$ cat config.mk
export PLATFORM = sky130hd
export DESIGN_NAME = brnext_unit
export DESIGN_NICKNAME = d
export VERILOG_FILES = /design/src/rtl/brnext_pkg.sv /design/src/rtl/brnext_decode.sv /design/src/rtl/brnext_target.sv /design/src/rtl/brnext_cond.sv /design/src/rtl/brnext_unit.sv
export SDC_FILE = /design/constraint.sdc
export NUM_CORES = 1
export LEC_CHECK = 0
export BUFFER_PORTS_ARGS = -buffer_cell sky130_fd_sc_hd__buf_2
export CAP_MARGIN = 15
export CORE_ASPECT_RATIO = 1.4
export CORE_MARGIN = 2
export CORE_UTILIZATION = 55
export DETAILED_ROUTE_END_ITERATION = 7
export GPL_TIMING_DRIVEN = 1
export MAX_ROUTING_LAYER = met4
export PLACE_DENSITY_LB_ADDON = 0.25
export SKIP_LAST_GASP = 1
export SYNTH_ARGS = -nofsm -noshare
export SYNTH_HDL_FRONTEND = slang
export SYNTH_SLANG_ARGS = --single-unit
$ cat constraint.sdc
create_clock -name clk -period 1.45 [get_ports clk]
set_input_delay 0.145 -clock clk [delete_from_list [all_inputs] [get_ports clk]]
set_output_delay 0.145 -clock clk [all_outputs]
set_load 0.02 [all_outputs]
$ cat src/rtl/brnext_pkg.sv
package brnext_pkg;

  typedef enum logic [3:0] {
    BK_NONE,
    BK_PAGE,
    BK_LONG,
    BK_SHORT,
    BK_CY,
    BK_NCY,
    BK_ZERO,
    BK_NZERO,
    BK_BITSET,
    BK_BITCLR,
    BK_BITTAKE,
    BK_INDIR,
    BK_CMP,
    BK_DEC
  } br_kind_e;

  typedef struct packed {
    br_kind_e kind;
    logic     off_second;
  } br_dec_t;

  localparam logic [7:0] OPC_LONG    = 8'h02;
  localparam logic [7:0] OPC_BITTAKE = 8'h10;
  localparam logic [7:0] OPC_BITSET  = 8'h20;
  localparam logic [7:0] OPC_BITCLR  = 8'h30;
  localparam logic [7:0] OPC_CY      = 8'h40;
  localparam logic [7:0] OPC_NCY     = 8'h50;
  localparam logic [7:0] OPC_ZERO    = 8'h60;
  localparam logic [7:0] OPC_NZERO   = 8'h70;
  localparam logic [7:0] OPC_INDIR   = 8'h73;
  localparam logic [7:0] OPC_SHORT   = 8'h80;
  localparam logic [7:0] OPC_CMP_IMM = 8'hB4;
  localparam logic [7:0] OPC_CMP_DIR = 8'hB5;
  localparam logic [7:0] OPC_DEC_DIR = 8'hD5;

endpackage

$ cat src/rtl/brnext_decode.sv
module brnext_decode
  import brnext_pkg::*;
#(
  parameter int DW = 8
) (
  input  logic [DW-1:0] op,
  output br_dec_t       dec
);

  always_comb begin
    dec.kind       = BK_NONE;
    dec.off_second = 1'b0;
    casez (op)
      8'b???0_0001: dec.kind = BK_PAGE;
      OPC_LONG:     dec.kind = BK_LONG;
      OPC_SHORT:    dec.kind = BK_SHORT;
      OPC_CY:       dec.kind = BK_CY;
      OPC_NCY:      dec.kind = BK_NCY;
      OPC_ZERO:     dec.kind = BK_ZERO;
      OPC_NZERO:    dec.kind = BK_NZERO;
      OPC_INDIR:    dec.kind = BK_INDIR;
      OPC_BITSET: begin
        dec.kind       = BK_BITSET;
        dec.off_second = 1'b1;
      end
      OPC_BITCLR: begin
        dec.kind       = BK_BITCLR;
        dec.off_second = 1'b1;
      end
      OPC_BITTAKE: begin
        dec.kind       = BK_BITTAKE;
        dec.off_second = 1'b1;
      end
      OPC_CMP_IMM, OPC_CMP_DIR, 8'b1011_011?, 8'b1011_1???: begin
        dec.kind       = BK_CMP;
        dec.off_second = 1'b1;
      end
      OPC_DEC_DIR: begin
        dec.kind       = BK_DEC;
        dec.off_second = 1'b1;
      end
      8'b1101_1???: dec.kind = BK_DEC;
      default: dec.kind = BK_NONE;
    endcase
  end

endmodule

$ cat src/rtl/brnext_target.sv
module brnext_target
  import brnext_pkg::*;
#(
  parameter int PC_W = 16,
  parameter int DW   = 8,
  parameter int PG_W = 11
) (
  input  br_kind_e        kind,
  input  logic            off_second,
  input  logic [DW-1:0]   op,
  input  logic [DW-1:0]   opnd1,
  input  logic [DW-1:0]   opnd2,
  input  logic [PC_W-1:0] pc_seq,
  input  logic [DW-1:0]   acc,
  input  logic [PC_W-1:0] dptr,
  output logic [PC_W-1:0] tgt
);

  localparam int EXT_W = PC_W - DW;
  localparam int HI_W  = PG_W - DW;

  logic [DW-1:0]   rel_byte;
  logic [PC_W-1:0] rel_tgt;
  logic [PC_W-1:0] page_tgt;
  logic [PC_W-1:0] long_tgt;
  logic [PC_W-1:0] indir_tgt;

  assign rel_byte  = off_second ? opnd2 : opnd1;
  assign rel_tgt   = pc_seq + {{EXT_W{rel_byte[DW-1]}}, rel_byte};
  assign page_tgt  = {pc_seq[PC_W-1:PG_W], op[DW-1 -: HI_W], opnd1};
  assign indir_tgt = dptr + {{EXT_W{1'b0}}, acc};

  generate
    if (PC_W >= 2 * DW) begin : g_long_wide
      assign long_tgt = {{(PC_W - 2 * DW){1'b0}}, opnd1, opnd2};
    end else begin : g_long_narrow
      logic [2*DW-1:0] long_full;
      assign long_full = {opnd1, opnd2};
      assign long_tgt  = long_full[PC_W-1:0];
    end
  endgenerate

  always_comb begin
    unique case (kind)
      BK_PAGE:  tgt = page_tgt;
      BK_LONG:  tgt = long_tgt;
      BK_INDIR: tgt = indir_tgt;
      default:  tgt = rel_tgt;
    endcase
  end

endmodule

$ cat src/rtl/brnext_cond.sv
module brnext_cond
  import brnext_pkg::*;
#(
  parameter int DW = 8
) (
  input  br_kind_e      kind,
  input  logic          cy_in,
  input  logic [DW-1:0] acc,
  input  logic          bit_val,
  input  logic [DW-1:0] cmp_lhs,
  input  logic [DW-1:0] cmp_rhs,
  input  logic [DW-1:0] dec_src,
  output logic          take,
  output logic          cy_we,
  output logic          cy_new,
  output logic          bit_clr,
  output logic          dec_we,
  output logic [DW-1:0] dec_val
);

  logic acc_zero;

  assign acc_zero = (acc == '0);
  assign dec_val  = dec_src - {{(DW-1){1'b0}}, 1'b1};

  always_comb begin
    take    = 1'b0;
    cy_we   = 1'b0;
    cy_new  = 1'b0;
    bit_clr = 1'b0;
    dec_we  = 1'b0;
    unique case (kind)
      BK_PAGE, BK_LONG, BK_SHORT, BK_INDIR: take = 1'b1;
      BK_CY:      take = cy_in;
      BK_NCY:     take = ~cy_in;
      BK_ZERO:    take = acc_zero;
      BK_NZERO:   take = ~acc_zero;
      BK_BITSET:  take = bit_val;
      BK_BITCLR:  take = ~bit_val;
      BK_BITTAKE: begin
        take    = bit_val;
        bit_clr = bit_val;
      end
      BK_CMP: begin
        take   = (cmp_lhs != cmp_rhs);
        cy_we  = 1'b1;
        cy_new = (cmp_lhs < cmp_rhs);
      end
      BK_DEC: begin
        take   = (dec_val != '0);
        dec_we = 1'b1;
      end
      default: take = 1'b0;
    endcase
  end

endmodule

$ cat src/rtl/brnext_unit.sv
module brnext_unit
  import brnext_pkg::*;
#(
  parameter int PC_W = 16,
  parameter int DW   = 8,
  parameter int PG_W = 11
) (
  input  logic            clk,
  input  logic            rst_n,
  input  logic            in_valid,
  input  logic [DW-1:0]   op,
  input  logic [DW-1:0]   opnd1,
  input  logic [DW-1:0]   opnd2,
  input  logic [PC_W-1:0] pc_seq,
  input  logic [DW-1:0]   acc,
  input  logic [PC_W-1:0] dptr,
  input  logic            cy_in,
  input  logic            bit_val,
  input  logic [DW-1:0]   cmp_lhs,
  input  logic [DW-1:0]   cmp_rhs,
  input  logic [DW-1:0]   dec_src,
  output logic            out_valid,
  output logic [PC_W-1:0] next_pc,
  output logic            taken,
  output logic            cy_we,
  output logic            cy_new,
  output logic            bit_clr,
  output logic            dec_we,
  output logic [DW-1:0]   dec_val
);

  // reset: asserted at once, released through two flops
  logic rst_meta_q;
  logic rst_sync_q;

  always_ff @(posedge clk or negedge rst_n) begin
    if (!rst_n) begin
      rst_meta_q <= 1'b0;
      rst_sync_q <= 1'b0;
    end else begin
      rst_meta_q <= 1'b1;
      rst_sync_q <= rst_meta_q;
    end
  end

  br_dec_t         dec;
  logic [PC_W-1:0] tgt;
  logic            c_take;
  logic            c_cy_we;
  logic            c_cy_new;
  logic            c_bit_clr;
  logic            c_dec_we;
  logic [DW-1:0]   c_dec_val;

  brnext_decode #(.DW(DW)) u_decode (
    .op  (op),
    .dec (dec)
  );

  brnext_target #(.PC_W(PC_W), .DW(DW), .PG_W(PG_W)) u_target (
    .kind       (dec.kind),
    .off_second (dec.off_second),
    .op         (op),
    .opnd1      (opnd1),
    .opnd2      (opnd2),
    .pc_seq     (pc_seq),
    .acc        (acc),
    .dptr       (dptr),
    .tgt        (tgt)
  );

  brnext_cond #(.DW(DW)) u_cond (
    .kind    (dec.kind),
    .cy_in   (cy_in),
    .acc     (acc),
    .bit_val (bit_val),
    .cmp_lhs (cmp_lhs),
    .cmp_rhs (cmp_rhs),
    .dec_src (dec_src),
    .take    (c_take),
    .cy_we   (c_cy_we),
    .cy_new  (c_cy_new),
    .bit_clr (c_bit_clr),
    .dec_we  (c_dec_we),
    .dec_val (c_dec_val)
  );

  // next-state
  logic [PC_W-1:0] pc_d;
  logic            valid_d, taken_d, cy_we_d, bit_clr_d, dec_we_d;
  logic            load_en;

  assign load_en = in_valid;

  always_comb begin
    valid_d   = in_valid;
    taken_d   = in_valid & c_take;
    cy_we_d   = in_valid & c_cy_we;
    bit_clr_d = in_valid & c_bit_clr;
    dec_we_d  = in_valid & c_dec_we;
    pc_d      = c_take ? tgt : pc_seq;
  end

  // registers
  always_ff @(posedge clk or negedge rst_sync_q) begin
    if (!rst_sync_q) begin
      out_valid <= 1'b0;
      taken     <= 1'b0;
      cy_we     <= 1'b0;
      bit_clr   <= 1'b0;
      dec_we    <= 1'b0;
    end else begin
      out_valid <= valid_d;
      taken     <= taken_d;
      cy_we     <= cy_we_d;
      bit_clr   <= bit_clr_d;
      dec_we    <= dec_we_d;
    end
  end

  always_ff @(posedge clk or negedge rst_sync_q) begin
    if (!rst_sync_q) begin
      next_pc <= '0;
      cy_new  <= 1'b0;
      dec_val <= '0;
    end else if (load_en) begin
      next_pc <= pc_d;
      cy_new  <= c_cy_new;
      dec_val <= c_dec_val;
    end
  end

  // checks on the registered results
  a_r10_fallthrough: assert property (@(posedge clk) disable iff (!rst_sync_q)
    (out_valid && !taken) |-> (next_pc == $past(pc_seq)));

  a_r12_strobe_needs_valid: assert property (@(posedge clk) disable iff (!rst_sync_q)
    (taken || cy_we || bit_clr || dec_we) |-> out_valid);

  a_r9_clear_only_on_jump: assert property (@(posedge clk) disable iff (!rst_sync_q)
    bit_clr |-> taken);

  a_r8_dec_value: assert property (@(posedge clk) disable iff (!rst_sync_q)
    dec_we |-> (dec_val == DW'($past(dec_src) - 1'b1)));

  a_r12_hold_idle: assert property (@(posedge clk) disable iff (!rst_sync_q)
    !$past(in_valid) |-> $stable(next_pc));

endmodule

==> metrics.md, run 1 <==
| Metric | Value |
|---|---|
| Synthesized flop and latch total | `32` |
| Gp weighted congestion | `0.9786` |
| Syn_area_per_cell | `8.492 um^2` |
| Mapped Area | `0.003516 mm^2` |
| CTS H-tree lvls | `2` |
| Die span in x | `71.57 um` |
| Initial Utilization | `56.61%` |
| Status | `stopped before the end` |
| Post-synth ARST share | `100.0%` |
| GR Overflow Total | `285` |
| Grt repair worst endpoint | `next_pc[14]$_DFFE_PN0P_/D` |
| Cell count after synthesis | `414` |
| Number of synthesized flops with an enable pin | `0` |
| Bufs on Longest Clock Path | `2` |
| Post-synthesis cell type count | `67` |
| Placed Cells | `732` |
| Clock root cell | `clkbuf_8` |
| Buffers on Ports | `122` |
| TritonCTS sink count | `32` |
| Largest net degree at the start of global routing | `32` |
| Num rows | `34` |
| Halt Stage | `global routing (5_1_grt)` |
| Detail Placement HPWL | `11.03 mm` |
| Worst EP kind | `register input` |
| Error msg | `[ERROR GRT-0232] Routing congestion too high. Check the congestion heatmap in the GUI.` |
| GRT Util Overall | `88.65%` |
| Top_reg_cell synth | `dfrtp_1` |
| Synth Warn # | `0` |
| Dpl cell area | `0.005400 mm^2` |
| Syn_nets | `542` |
| Vert. Die Dim | `98.60 um` |
| Register area share after synthesis | `22.78%` |
| Num CTS Buffers | `5` |
| IO Pins | `123` |
[layer usage]
layer	GRT usage, %	GRT overflow
met1	83.66	3
met2	110.8	190
met4	101.6	91
met3	55.62	1
met5	-	-
[cell usage after synthesis (3+ instances only)]
cell	instances	area share, %
clkbuf_1	7	0.75
or4_1	4	0.85
a21o_1	5	1.1
o221ai_1	4	1.0
nor4_1	4	0.71
a22oi_1	6	1.3
nand2_1	30	3.2
o21ai_1	3	0.43
mux2i_1	4	1.1
a21oi_1	18	2.6
nand2b_1	5	0.89
xnor2_1	20	5.0
nand3_1	16	2.3
a222oi_1	12	3.4
dfrtp_1	32	23
inv_1	18	1.9
nor3_1	10	1.4
nand3b_1	3	0.64
o21ai_0	19	2.7
o21bai_1	3	0.64
nor3_2	4	1.1
and3_1	12	2.1
o21a_1	4	0.85
a221oi_1	3	0.75
xor2_1	14	3.5
o31ai_2	4	1.4
or3_1	4	0.71
nor2b_1	5	0.89
mux2_2	9	2.9
buf_2	5	0.71
a31oi_1	5	0.89
o31ai_1	4	0.85
o211ai_1	7	1.5
nor2_1	35	3.7
ha_1	33	12
nand4_1	4	0.71
[per-stage QoR]
step | worst slack, ns | utilization [%]
after floorplan | -1.676 | -
after global placement | -1.947 | 86.95
after detailed placement | -2.047 | 86.95
after CTS | -1.653 | 94.02
[what timing repair did]
item | 4_1_cts
endpoints found under the setup margin | 18
hold buffers | 1
pin swaps | 23
gates resized for setup | 41
cloned | 2
hold endpoints to repair | 2
setup buffers | 15
[kinds of logic after synthesis]
group	count (synthesis)	synth area share, %
buffers and inverters	36	4.555
AO/OA/AOI/OAI	113	23.56
flip-flops	32	22.78
other	1	0.1067
XOR/XNOR	34	8.470
AND/OR/NAND/NOR	149	23.20
adder cells (fa/ha/maj)	35	12.88
multiplexers	14	4.448
==> run 2: changes to the inputs <==
Settings changed: CORE_ASPECT_RATIO 1.4 to not set, CORE_UTILIZATION 55 to 40, MAX_ROUTING_LAYER met4 to not set, PLACE_DENSITY_LB_ADDON 0.25 to 0.15.
==> run 2 against run 1 <==
Synthesized cell count unchanged. The flow now finishes, with violations (negative setup slack). Area after synthesis unchanged.
==> metrics.md, run 2 <==
| Metric | Value |
|---|---|
| Status | `finished with violations (was stopped before the end)` |
| Violated checks | `negative setup slack` |
| CTS tree | `yes` |
| Fin nets | `809` |
| Worst reg2reg path depth | `3` |
| Synth Warn # | `0 (unchanged)` |
| Reg clk slew, reported paths | `0.07 ns` |
| Reg2reg end | `next_pc[15]$_DFFE_PN0P_` |
| FMAX | `317.9 MHz` |
| Number of synthesized flops with an enable pin | `0 (unchanged)` |
| Setup crit end kind | `flop` |
| Gp weighted congestion | `0.9115 (was 0.9786)` |
| Die area | `0.009556 mm^2` |
| Crit Path Max Fanout | `7` |
| Register area share after synthesis | `22.78% (unchanged)` |
| Top_reg_cell synth | `dfrtp_1 (unchanged)` |
| Setup CP Type | `primary input to flop` |
| GR Overflow Total | `0` |
| Via density | `5.485` |
| GRT Util Overall | `26.76%` |
| RSZ-0062 raised after global routing | `yes` |
| Global-route wire length before repair | `21.08 mm` |
| Ranking of synthesized cells by area | `dfrtp_1, ha_1, xnor2_1, nor2_1, xor2_1 (unchanged)` |
| Initial Utilization | `40.71% (was 56.61%)` |
| Hold Path Class | `primary input to async pin` |
| TNS Setup | `-23.12 ns` |
| Drt drc | `0` |
| WP data arrival | `3.35 ns` |
| Largest net degree at the start of global routing | `32` |
| Fillers | `708` |
| Most common cell in the synthesized netlist | `nor2_1 (unchanged)` |
| Die span in x | `97.76 um (was 71.57 um)` |
| WP data required | `1.65 ns` |
| Pre-CTS setup slack | `-2.105 ns (was -2.047 ns)` |
| Routed Antenna Nets | `0` |
| Num rows | `34 (unchanged)` |
| Drt initial violations | `250` |
| Via count | `4333` |
| Vert. Die Dim | `97.76 um (was 98.60 um)` |
| Clock Latency Late Sink | `0.29 ns` |
| Drt wl/cell | `16.36 um` |
| Skew final | `0.004551 ns` |
| Area leader, netlist | `dfrtp_1 (unchanged)` |
| Syn_area_per_cell | `8.492 um^2 (unchanged)` |
| Syn_nets | `542 (unchanged)` |
| Slew Limit Fails | `0` |
| Worst hold slack | `0.1586 ns` |
| Drt pass-1 iters | `6` |
| Fin crit share | `216.9%` |
| Setup-failing EPs final | `18` |
| Worst R2R Start | `next_pc[15]$_DFFE_PN0P_` |
| Startpoint Class | `primary input` |
| Post-route non-filler standard cell count | `790` |
| Layout area overhead | `68.29%` |
| IO Pins | `123 (unchanged)` |
| WL final | `12.93 mm` |
| CTS H-tree lvls | `2 (unchanged)` |
| Post-synth ARST share | `100.0% (unchanged)` |
| ANT cells | `0` |
| Antenna violations before repair | `0` |
| P per Cell Area | `629.6 mW/mm^2` |
| Max rail drop VDD | `340.5 uV` |
| Placed Cells | `765 (was 732)` |
| Largest register FFs | `16` |
| Fin. Hold Viols | `0` |
| Post-synth top area share | `22.78% (unchanged)` |
| Regs by FF count | `next_pc (16), dec_val (8)` |
| Bufs on Longest Clock Path | `2 (unchanged)` |
| Mapped Area | `0.003516 mm^2 (unchanged)` |
| R2R setup slack | `0.28 ns` |
| Cell count after synthesis | `414 (unchanged)` |
| Commonest non-fill, non-tap cell in the layout | `buf_4` |
| Post-synthesis cell type count | `67 (unchanged)` |
| Synthesized flop and latch total | `32 (unchanged)` |
| Vias in the first global route | `4384` |
| Num CTS Buffers | `5 (unchanged)` |
| Top reg by flops | `next_pc` |
| Commonest cells post-synth | `nor2_1, ha_1, dfrtp_1, nand2_1, xnor2_1 (unchanged)` |
| Static Leak | `2.897 nW` |
| Crit path time final | `3.146 ns` |
| Most frequent cells in the layout | `buf_4, buf_2, nor2_1, dfrtp_1, nand2_1` |
| Power Total | `0.003725 W` |
| Max-cap viol count | `0` |
| Final WS setup | `-1.696 ns` |
| Clock root cell | `clkbuf_8 (unchanged)` |
| Buffers on Ports | `122 (unchanged)` |
| Core area | `0.008636 mm^2` |
| TritonCTS sink count | `32 (unchanged)` |
| Detail Placement HPWL | `10.21 mm (was 11.03 mm)` |
| Layout cells sized above 1 | `52.05%` |
## run 2: worst max-delay path, stage by stage
cell      delay, ns
buf_6          0.10
buf_4          0.15
nand4b_1       0.15
nor3_2         0.08
nor3_4         0.43
buf_4          0.20
mux2_4         0.37
ha_4           0.27
and3_4         0.17
a221oi_4       0.28
and3_4         0.25
a311oi_4       0.04
a31oi_1        0.21
xnor2_1        0.14
nand2_1        0.08
a221oi_2       0.27
## run 2: worst max-delay path by stage
stage               start                 endpoint  slack [ns]  cells after the start
floorplan           op[2]  next_pc[15]$_DFFE_PN0P_       -1.68                     13
global placement    op[2]  next_pc[11]$_DFFE_PN0P_       -2.02                     14
detailed placement  op[2]  next_pc[15]$_DFFE_PN0P_       -2.10                     15
CTS                 op[7]  next_pc[15]$_DFFE_PN0P_       -1.66                     15
global route        op[7]  next_pc[15]$_DFFE_PN0P_       -1.90                     16
finish              op[7]  next_pc[15]$_DFFE_PN0P_       -1.70                     16
## run 2: cells by family after synthesis
family                   count (synthesis)  share of synthesized area, %
AND/OR/NAND/NOR                        149                         23.20
AO/OA/AOI/OAI                          113                         23.56
buffers and inverters                   36                         4.555
adder cells (fa/ha/maj)                 35                         12.88
XOR/XNOR                                34                         8.470
flip-flops                              32                         22.78
multiplexers                            14                         4.448
other                                    1                        0.1067
## run 2: per-layer routing
| layer | share of wire, % | GRT usage, % | up-vias |
|---|---|---|---|
| met5 | 0 | 0 | - |
| met4 | 3.1 | 9.722 | 0 |
| met3 | 5.5 | 3.293 | 35 |
| met2 | 48 | 46.74 | 170 |
| met1 | 43 | 34.06 | 2013 |
| li1 | - | - | 2115 |
## run 2: where the power goes
part	internal [W]	total, W	switching (W)	leakage, nW
clock network	0.000379	0.000726	0.000348	0.0510
logic	0.000980	0.00196	0.000982	2.46
registers	0.000983	0.00104	0.0000536	0.388
## run 2: layout make-up
class	instances	area, um^2	area share, %
timing repair buffer	275	1834	31.00
sequential	32	800.8	13.53
multi-input combinational	348	2983	50.41
clock buffer	6	82.58	1.396
clock inverter	2	10.01	0.1692
inverter	19	71.32	1.205
tap	108	135.1	2.284
## run 2: repair_timing
item / 4_1_cts / 5_1_grt
gates cloned: 2 / 0
pin swaps: 43 / 10
gates resized for setup: 43 / 13
endpoints found under the setup margin: 18 / 19
buffers inserted: 16 / 0
endpoints found under the hold margin: 2 / 0
hold buffers: 1 / 0
## run 2: per-stage QoR
step	cell area, um^2	util, %
floorplan	3724	-
detailed placement	5423	62.79
global placement	5423	62.79
CTS	5859	67.85
global route	5917	68.52
finish	5917	68.52
Note: power is estimated with default switching activity, not from simulation.
==> run 3: changes to the inputs <==
Settings changed: PLACE_DENSITY set to 0.65, PLACE_DENSITY_LB_ADDON 0.15 to not set.
==> run 3 against run 2 <==
The run still ends with negative setup slack left. Register-to-register slack improved by 0.02 ns. Critical path depth is the same. Total power grew 0.62%. Flip-flop and latch count stayed put. Setup slack worse by 0.071 ns. First-iteration DRC count is 1.6% higher. Critical path type unchanged. Largest cell class unchanged.
==> metrics.md, run 3 (same netlist as run 2, synthesis figures left out) <==
| Metric | Value |
|---|---|
| Slowest stage delay, CP | `0.39 ns (was 0.43 ns)` |
| Drt initial violations | `254 (was 250)` |
| Skew final | `0.01259 ns (was 0.004551 ns)` |
| WL final | `13.05 mm (was 12.93 mm)` |
| Final core utilization | `68.21% (was 68.52%)` |
| Static Leak | `2.878 nW (was 2.897 nW)` |
| WP data required | `1.61 ns (was 1.65 ns)` |
| Largest register FFs | `16 (unchanged)` |
| Crit path time final | `3.217 ns (was 3.146 ns)` |
| Detail Placement HPWL | `10.39 mm (was 10.21 mm)` |
| GRT Util Overall | `26.90% (was 26.76%)` |
| Die span in x | `97.76 um (unchanged)` |
| Global-route wire length before repair | `20.90 mm (was 21.08 mm)` |
| Antenna violations before repair | `0 (unchanged)` |
| Commonest non-fill, non-tap cell in the layout | `buf_4 (unchanged)` |
| Fin crit share | `221.8% (was 216.9%)` |
| Setup crit end kind | `flop (unchanged)` |
| Slowest-stage cell, CP | `or3_4 (was nor3_4)` |
| TritonCTS sink count | `32 (unchanged)` |
| Clock root cell | `clkbuf_8 (unchanged)` |
| Crit Path Max Fanout | `5 (was 7)` |
| Die area | `0.009556 mm^2 (unchanged)` |
| Most frequent cells in the layout | `buf_4, buf_2, nor2_1, dfrtp_1, nand2_1 (unchanged)` |
| RSZ-0062 raised after global routing | `yes (unchanged)` |
| Largest net degree at the start of global routing | `32 (unchanged)` |
| Delay-heaviest family, CP | `simple AND/OR/NAND/NOR gates (unchanged)` |
| Storage cell area | `800.8 um^2 (unchanged)` |
| Layout area overhead | `67.54% (was 68.29%)` |
| Worst hold slack | `0.1818 ns (was 0.1586 ns)` |
| Drt pass-1 iters | `5 (was 6)` |
| Via count | `4349 (was 4333)` |
| Bufs on Longest Clock Path | `2 (unchanged)` |
| Vias in the first global route | `4521 (was 4384)` |
| Critical-path cell list | `buf_6 -> or3_4 -> nor4_4 -> nor3_4 -> buf_6 -> mux2_4 -> ha_4 -> nand3_2 -> o211ai_1 -> o21ai_2 -> buf_4 -> xnor2_1 -> a222oi_1 -> o31ai_1 -> nand3_1 -> o221ai_1 (was buf_6 -> buf_4 -> nand4b_1 -> nor3_2 -> nor3_4 -> buf_4 -> mux2_4 -> ha_4 -> and3_4 -> a221oi_4 -> and3_4 -> a311oi_4 -> a31oi_1 -> xnor2_1 -> nand2_1 -> a221oi_2)` |
| Max rail drop VDD | `421.7 uV (was 340.5 uV)` |
| Crit-path most repeated cell | `buf_6` |
| Slew Limit Fails | `0 (unchanged)` |
| Layout cells sized above 1 | `51.61% (was 52.05%)` |
| Gp weighted congestion | `0.8794 (was 0.9115)` |
| Critical path buffers and inverters | `3 (unchanged)` |
| Top reg by flops | `next_pc (unchanged)` |
| Buffers on Ports | `122 (unchanged)` |
| Num rows | `34 (unchanged)` |
| Max-cap viol count | `0 (unchanged)` |
| Slew @ Worst Pin | `0.5771 ns` |
| Violated checks | `negative setup slack (unchanged)` |
| Setup-failing EPs final | `18 (unchanged)` |
| CTS tree | `yes (unchanged)` |
| Fillers | `712 (was 708)` |
| Vert. Die Dim | `97.76 um (unchanged)` |
| Clock Latency Late Sink | `0.29 ns (about the same)` |
| IO Pins | `123 (unchanged)` |
| Multi-input logic area | `0.002924 mm^2 (was 0.002983 mm^2)` |
| Startpoint Class | `primary input (unchanged)` |
| CTS H-tree lvls | `2 (unchanged)` |
| Status | `finished with violations (unchanged)` |
| Initial Utilization | `40.71% (unchanged)` |
| GR Overflow Total | `0 (unchanged)` |
| Drt wl/cell | `16.48 um (was 16.36 um)` |
| ANT cells | `0 (unchanged)` |
| Fin nets | `811 (was 809)` |
| Drt drc | `0 (unchanged)` |
| Setup CP Type | `primary input to flop (unchanged)` |
| Fin. Hold Viols | `0 (unchanged)` |
| Core area | `0.008636 mm^2 (unchanged)` |
| Max_slew headroom | `61.53%` |
| Hold Path Class | `primary input to async pin (unchanged)` |
| Routed Antenna Nets | `0 (unchanged)` |
| Via density | `5.491 (was 5.485)` |
| Reg clk slew, reported paths | `0.08 ns (was 0.07 ns)` |
| Num CTS Buffers | `5 (unchanged)` |
| WP data arrival | `3.37 ns (was 3.35 ns)` |
| Regs by FF count | `next_pc (16), dec_val (8) (unchanged)` |
| FMAX | `310.9 MHz (was 317.9 MHz)` |
| Final WS setup | `-1.767 ns (was -1.696 ns)` |
| P per Cell Area | `636.4 mW/mm^2 (was 629.6 mW/mm^2)` |
==> run 3: cell type report <==
class                           count  share of cell area [%]
Clock buffer                        7                   1.466
Inverter                           19                   1.211
Multi-Input combinational cell    346                   49.64
Tap cell                          108                   2.294
Clock inverter                      1                  0.1274
Timing Repair Buffer              279                   31.67
Sequential cell                    32                   13.59
==> run 3: worst paths after layout <==
kind                                            to  depth (start not counted)                    start  slack, ns
setup / recovery            next_pc[7]$_DFFE_PN0P_                         16                    op[3]      -1.77
hold / removal                rst_sync_q$_DFF_PN0_                          2                    rst_n       0.18
setup reg to reg           next_pc[15]$_DFFE_PN0P_                          3  next_pc[15]$_DFFE_PN0P_       0.30
hold reg to reg             dec_val[6]$_DFFE_PN0P_                          1     rst_sync_q$_DFF_PN0_       0.26
max in group asynchronous   next_pc[2]$_DFFE_PN0P_                          1     rst_sync_q$_DFF_PN0_       0.88
min in group clk            next_pc[5]$_DFFE_PN0P_                          3                pc_seq[5]       0.21
==> run 3: report_power, final <==
part / leakage (nW) / switching (W) / internal, W / total (W)
clock: 0.0445 / 0.000363 / 0.000386 / 0.000749
sequential: 0.388 / 0.0000509 / 0.000983 / 0.00103
combinational: 2.45 / 0.000976 / 0.000990 / 0.00197
==> run 3: repair_timing <==
item | 4_1_cts | 5_1_grt
endpoints found under the hold margin | 2 | 0
cloned | 0 | 0
pin swaps | 24 | 42
setup endpoints to repair | 18 | 19
hold buffers | 1 | 0
buffers inserted | 18 | 6
resized for setup | 11 | 40
==> run 3: metal layers <==
| metal | wire length [um] | share of wire, % | global-route usage (%) | up-vias |
|---|---|---|---|---|
| met3 | 838 | 6.4 | 4.939 | 23 |
| met4 | 288 | 2.2 | 10.26 | 0 |
| met2 | 6464 | 50 | 47.85 | 165 |
| met5 | 0 | 0 | 0 | - |
| met1 | 5460 | 42 | 32.25 | 2052 |
| li1 | - | - | - | 2109 |
==> run 3: stage by stage <==
| step | total power [W] | TNS [ns] | setup WS (ns) | instances | instance area [um^2] |
|---|---|---|---|---|---|
| floorplan | 0.002033 | -22.68 | -1.676 | 414 | 3724 |
| global placement | 0.002806 | -29.15 | -1.933 | 767 | 5438 |
| detailed placement | 0.002845 | -30.11 | -2.006 | 768 | 5443 |
| CTS | 0.003651 | -26.63 | -1.646 | 795 | 5732 |
| global route | 0.003973 | -26.53 | -1.879 | 792 | 5891 |
| finish | 0.003749 | -24.60 | -1.767 | 792 | 5891 |
